--- src/rtl/dds_pkg.sv ---
package dds_pkg;
  typedef enum logic [1:0] {
    ACC_FREEZE = 2'd0,
    ACC_ZERO   = 2'd1,
    ACC_STEP   = 2'd2
  } acc_op_e;
endpackage

--- src/rtl/dds_acc_ctrl.sv ---
module dds_acc_ctrl
  import dds_pkg::*;
(
  input  logic    pwr_down_i,
  input  logic    clr_hold_i,
  input  logic    update_i,
  input  logic    auto_clr_en_i,
  output acc_op_e acc_op_o,
  output logic    act_load_o
);
  // priority: power-down > level clear > auto-clear > step
  always_comb begin
    if (pwr_down_i)                      acc_op_o = ACC_FREEZE;
    else if (clr_hold_i)                 acc_op_o = ACC_ZERO;
    else if (update_i && auto_clr_en_i)  acc_op_o = ACC_ZERO;
    else                                 acc_op_o = ACC_STEP;
  end

  assign act_load_o = update_i && !pwr_down_i;
endmodule

--- src/rtl/dds_ftw_regs.sv ---
module dds_ftw_regs #(
  parameter int unsigned PHASE_W = 32
) (
  input  logic               clk_i,
  input  logic               rst_ni,
  input  logic               wr_i,
  input  logic [PHASE_W-1:0] ftw_i,
  input  logic               load_i,
  output logic [PHASE_W-1:0] hold_o,
  output logic [PHASE_W-1:0] act_o
);
  logic [PHASE_W-1:0] hold_q, act_q;

  always_ff @(posedge clk_i or negedge rst_ni) begin
    if (!rst_ni)   hold_q <= '0;
    else if (wr_i) hold_q <= ftw_i;
  end

  // active takes the staged value present before this edge's write
  always_ff @(posedge clk_i or negedge rst_ni) begin
    if (!rst_ni)     act_q <= '0;
    else if (load_i) act_q <= hold_q;
  end

  assign hold_o = hold_q;
  assign act_o  = act_q;
endmodule

--- src/rtl/dds_acc_core.sv ---
module dds_acc_core
  import dds_pkg::*;
#(
  parameter int unsigned PHASE_W = 32
) (
  input  logic               clk_i,
  input  logic               rst_ni,
  input  acc_op_e            op_i,
  input  logic [PHASE_W-1:0] step_i,
  output logic [PHASE_W-1:0] acc_o
);
  logic [PHASE_W-1:0] acc_q, acc_d;

  always_comb begin
    unique case (op_i)
      ACC_ZERO: acc_d = '0;
      ACC_STEP: acc_d = acc_q + step_i;
      default:  acc_d = acc_q;
    endcase
  end

  always_ff @(posedge clk_i or negedge rst_ni) begin
    if (!rst_ni) acc_q <= '0;
    else         acc_q <= acc_d;
  end

  assign acc_o = acc_q;
endmodule

--- src/rtl/dds_phase_map.sv ---
module dds_phase_map #(
  parameter int unsigned PHASE_W = 32
) (
  input  logic [PHASE_W-1:0] acc_i,
  input  logic               sine_sel_i,
  output logic [PHASE_W-1:0] phase_o,
  output logic               sine_sel_o
);
  localparam logic [PHASE_W-1:0] QUARTER = {2'b01, {(PHASE_W-2){1'b0}}};

  // sine = cosine shifted back a quarter turn
  assign phase_o    = sine_sel_i ? (acc_i - QUARTER) : acc_i;
  assign sine_sel_o = sine_sel_i;
endmodule

--- src/rtl/dds_phase_acc.sv ---
module dds_phase_acc
  import dds_pkg::*;
#(
  parameter int unsigned PHASE_W = 32
) (
  input  logic               clk_i,
  input  logic               rst_ni,
  input  logic               ftw_wr_i,
  input  logic [PHASE_W-1:0] ftw_i,
  input  logic               update_i,
  input  logic               auto_clr_en_i,
  input  logic               clr_hold_i,
  input  logic               sine_sel_i,
  input  logic               pwr_down_i,
  output logic [PHASE_W-1:0] phase_o,
  output logic               sine_sel_o
);
  acc_op_e            acc_op;
  logic               act_load;
  logic [PHASE_W-1:0] hold_ftw, act_ftw, acc_q;

  dds_acc_ctrl u_ctrl (
    .pwr_down_i   (pwr_down_i),
    .clr_hold_i   (clr_hold_i),
    .update_i     (update_i),
    .auto_clr_en_i(auto_clr_en_i),
    .acc_op_o     (acc_op),
    .act_load_o   (act_load)
  );

  dds_ftw_regs #(.PHASE_W(PHASE_W)) u_ftw (
    .clk_i (clk_i),
    .rst_ni(rst_ni),
    .wr_i  (ftw_wr_i),
    .ftw_i (ftw_i),
    .load_i(act_load),
    .hold_o(hold_ftw),
    .act_o (act_ftw)
  );

  dds_acc_core #(.PHASE_W(PHASE_W)) u_core (
    .clk_i (clk_i),
    .rst_ni(rst_ni),
    .op_i  (acc_op),
    .step_i(act_ftw),
    .acc_o (acc_q)
  );

  dds_phase_map #(.PHASE_W(PHASE_W)) u_map (
    .acc_i     (acc_q),
    .sine_sel_i(sine_sel_i),
    .phase_o   (phase_o),
    .sine_sel_o(sine_sel_o)
  );
endmodule

--- config.mk ---
export PLATFORM = sky130hd
export DESIGN_NAME = dds_phase_acc
export DESIGN_NICKNAME = d
export VERILOG_FILES = /design/src/rtl/dds_pkg.sv /design/src/rtl/dds_acc_ctrl.sv /design/src/rtl/dds_ftw_regs.sv /design/src/rtl/dds_acc_core.sv /design/src/rtl/dds_phase_map.sv /design/src/rtl/dds_phase_acc.sv
export SDC_FILE = /design/constraint.sdc
export NUM_CORES = 1
export LEC_CHECK = 0
export ABC_AREA = 1
export CAP_MARGIN = 20
export CORE_MARGIN = 4
export CORE_UTILIZATION = 35
export DETAILED_ROUTE_END_ITERATION = 7
export PLACE_DENSITY = 0.55
export SLEW_MARGIN = 20
export SYNTH_ARGS = -nofsm -noshare
export SYNTH_HDL_FRONTEND = slang
export SYNTH_SLANG_ARGS = --single-unit
--- constraint.sdc ---
create_clock -name clk_i -period 1.8 [get_ports clk_i]
set_input_delay 0.45 -clock clk_i [delete_from_list [all_inputs] [get_ports clk_i]]
set_output_delay 0.45 -clock clk_i [all_outputs]
set_load 0.01 [all_outputs]
==> impl_metrics.tcl <==
set metrics [dict create \
    synth.avg_cell_area_um2 6.903 \
    multi_input_area_um2 3667 \
    critPathRequiredTime_ns 2.04 \
    fmax_mhz 529.3 \
    drc 0 \
    criticalPathCategory "reg2reg" \
    dieArea_um2 20050 \
    synth.area.top_cells "dfrtp_1, nand2_1, inv_1, ha_1, o21ai_0" \
    grt_pass1_vias 5349 \
    grtUsageTotal_pct 16.44 \
    fillers 1740 \
    vias 5617 \
    yosysMostFrequentCell "nand2_1" \
    finalWorstSetupSlack_ns -0.08942 \
    die_width_um 141.6 \
    tritoncts "built" \
    slew_headroom_pct 76.36 \
    finalHoldViolations 0 \
    drt-initial-drc-count 325 \
    p_leak_nw 4.726 \
    row_count 48 \
    finalMaxSlewViolations 0 \
    yosysTopAreaCell "dfrtp_1" \
    ctsRootBufferMaster "clkbuf_16" \
    postSynth.asyncResetShare_pct 100.0 \
    globalplace.congestion 0.8702 \
    holdCritPathClass "in2async" \
    layout.nets 1103 \
    critPathMaxFanout 4 \
    antennaDiodeCount 0 \
    violations "setup timing" \
    synth-seq-cells 96 \
    grt-ovfl-total 0 \
    start_util_pct 35.87 \
    register_area_um2 2410 \
    outcome "finished with violations" \
    wirelength_um 16760 \
    dr.pass1.iters 4 \
    numCtsBuffers 9 \
    layout-drive-gt1-share_pct 26.18 \
    io_pins 73 \
    clk_latency_ns 0.35 \
    core_um2 17420 \
    worstSetupStartpointType "flip-flop" \
    die_h_um 141.6 \
    ys_seq_area_share_pct 38.45 \
    powerDensity_nw_per_um2 738.8 \
    dp.cells 1228 \
    clkSlewWorstSetupHoldPaths_ns 0.07 \
    routedWlPerCell_um 13.30 \
    rsz0062_at_grt "yes" \
    cts_sinks 96 \
    grt_max_degree 65 \
    synth_nets 978 \
    place_area_um2 7566 \
    min_period_over_period_pct 105.0 \
    fin_util_pct 50.21 \
    area_growth_pct 39.98 \
    synth_cells 905 \
    via_per_inst 4.458 \
    yosysUniqueCellTypes 31 \
    ys.warnings.count 0 \
    ant_nets 0 \
    fin_area_um2 8745 \
    clk_path_buf_depth 2 \
    end_kind "flip-flop" \
    antenna_found_initial 0 \
    setup_viol 11 \
    final.setup_skew_ns 0.006780 \
    ys.flop_type "dfrtp_1" \
    cts_max_level 3 \
    cap_violations 0 \
    synth_top_cells_by_count "nand2_1, inv_1, dfrtp_1, o21ai_0, nor2_1" \
    place.detailed.hpwl_um 12300 \
    irDropWorstVdd_uv 466.3 \
    grt_pass1_wl_um 26360 \
    io_buffer_count 72 \
    arrival_ns 2.13 \
    fin_crit_ns 1.889 \
    synth_area_um2 6247 \
    synth_edf_count 0 \
    stdcell_count 1260 \
    synth_top_area_share_pct 38.45 \
    worst_pin_slew_ns 0.3533 \
]
[cell families after synthesis]
logic type | share of synthesized area (%)
and+or+nand+nor | 30.00
buffers and inverters | 14.24
AOI/OAI and AO/OA | 10.29
DFF | 38.45
adders and majority gates | 6.729
xor gates and xnor gates | 0.2804
[worst paths after layout]
| kind | startpoint | to | slack [ns] | cells after the start |
|---|---|---|---|---|
| max | u_ftw.act_o[0] | u_core.acc_o[16] | -0.09 | 13 |
| min | rst_ni | u_ftw.hold_o[5] | 0.44 | 2 |
| max reg2reg | u_ftw.act_o[0] | u_core.acc_o[16] | -0.09 | 13 |
| min reg2reg | u_ftw.hold_o[13] | u_ftw.hold_o[13] | 0.51 | 2 |
| max in group asynchronous | rst_ni | u_ftw.act_o[14] | 0.89 | 3 |
| min in group clk_i | ftw_wr_i | u_ftw.hold_o[0] | 0.49 | 3 |
[per-layer routing]
metal | GRT usage (%) | routed length (um) | up-vias
li1 | - | - | 3013
met1 | 25.21 | 8392 | 2510
met2 | 24.14 | 7481 | 81
met3 | 2.427 | 682 | 13
met4 | 4.343 | 202 | 0
met5 | 0 | 0 | -
[where the power goes]
part | total [W] | switching (W) | internal (W)
clock | 0.00206 | 0.000894 | 0.00116
combinational | 0.00182 | 0.000934 | 0.000889
sequential | 0.00258 | 0.000206 | 0.00237
total | 0.00646 | 0.00203 | 0.00443
[layout make-up]
| class | instances | share of cell area, % |
|---|---|---|
| Tap cell | 225 | 3.219 |
| Clock buffer | 11 | 2.890 |
| Clock inverter | 5 | 0.7011 |
| Inverter | 154 | 6.725 |
| Sequential cell | 96 | 27.56 |
| Multi-Input combinational cell | 605 | 41.94 |
| Timing Repair Buffer | 164 | 16.97 |
[state kept, by name, indices dropped and copies added, names as in the netlist]
register / flops
u_core.acc_o: 32
u_ftw.act_o: 32
u_ftw.hold_o: 32
[layout by cell type, fill, tap and decap left out, types with 7 or more instances in the layout]
cell type,n
nand3_4,7
a21oi_1,14
clkbuf_16,11
dfrtp_1,90
inv_1,138
a21oi_2,15
clkdlybuf4s50_1,39
nor2_1,27
nor2_2,13
ha_4,27
dlygate4sd2_1,26
nand2_4,12
o21ai_1,9
nand3_1,24
buf_4,82
nand2_2,38
o21ai_0,69
nand3_2,9
inv_2,14
nand2_1,303
[worst max-delay path, stage by stage, from the launching register on]
cell,delay [ns]
dfrtp_1,0.37
ha_2,0.19
inv_2,0.04
fa_2,0.39
inv_4,0.10
nand3_4,0.07
nand3_4,0.10
nand2_4,0.06
nand2_4,0.11
nand3_2,0.07
nand2_2,0.11
nand2_1,0.06
nand2_1,0.05
o21ai_1,0.05
[through the flow]
step	hold slack (ns)	setup slack (ns)	setup TNS, ns	power [W]
after global routing	0.4443	-0.1863	-2.783	0.006842
final	0.4384	-0.08942	-0.5407	0.006461
after CTS	0.4310	-0.07671	-0.5329	0.006222
after global placement	0.2566	-0.5837	-9.440	0.004065
after floorplan	0.1544	0.03598	0	0.003402
after detailed placement	0.2559	-0.6082	-10.25	0.004085
[repair_timing]
item                       4_1_cts  5_1_grt
cloned                           0        2
setup buffers                    3       10
pin swaps                        5       28
hold buffers                     1        0
setup endpoints to repair       50       31
resized for setup               64      136
hold endpoints to repair         1        0
No activity file was read; power rests on OpenSTA's default activity.
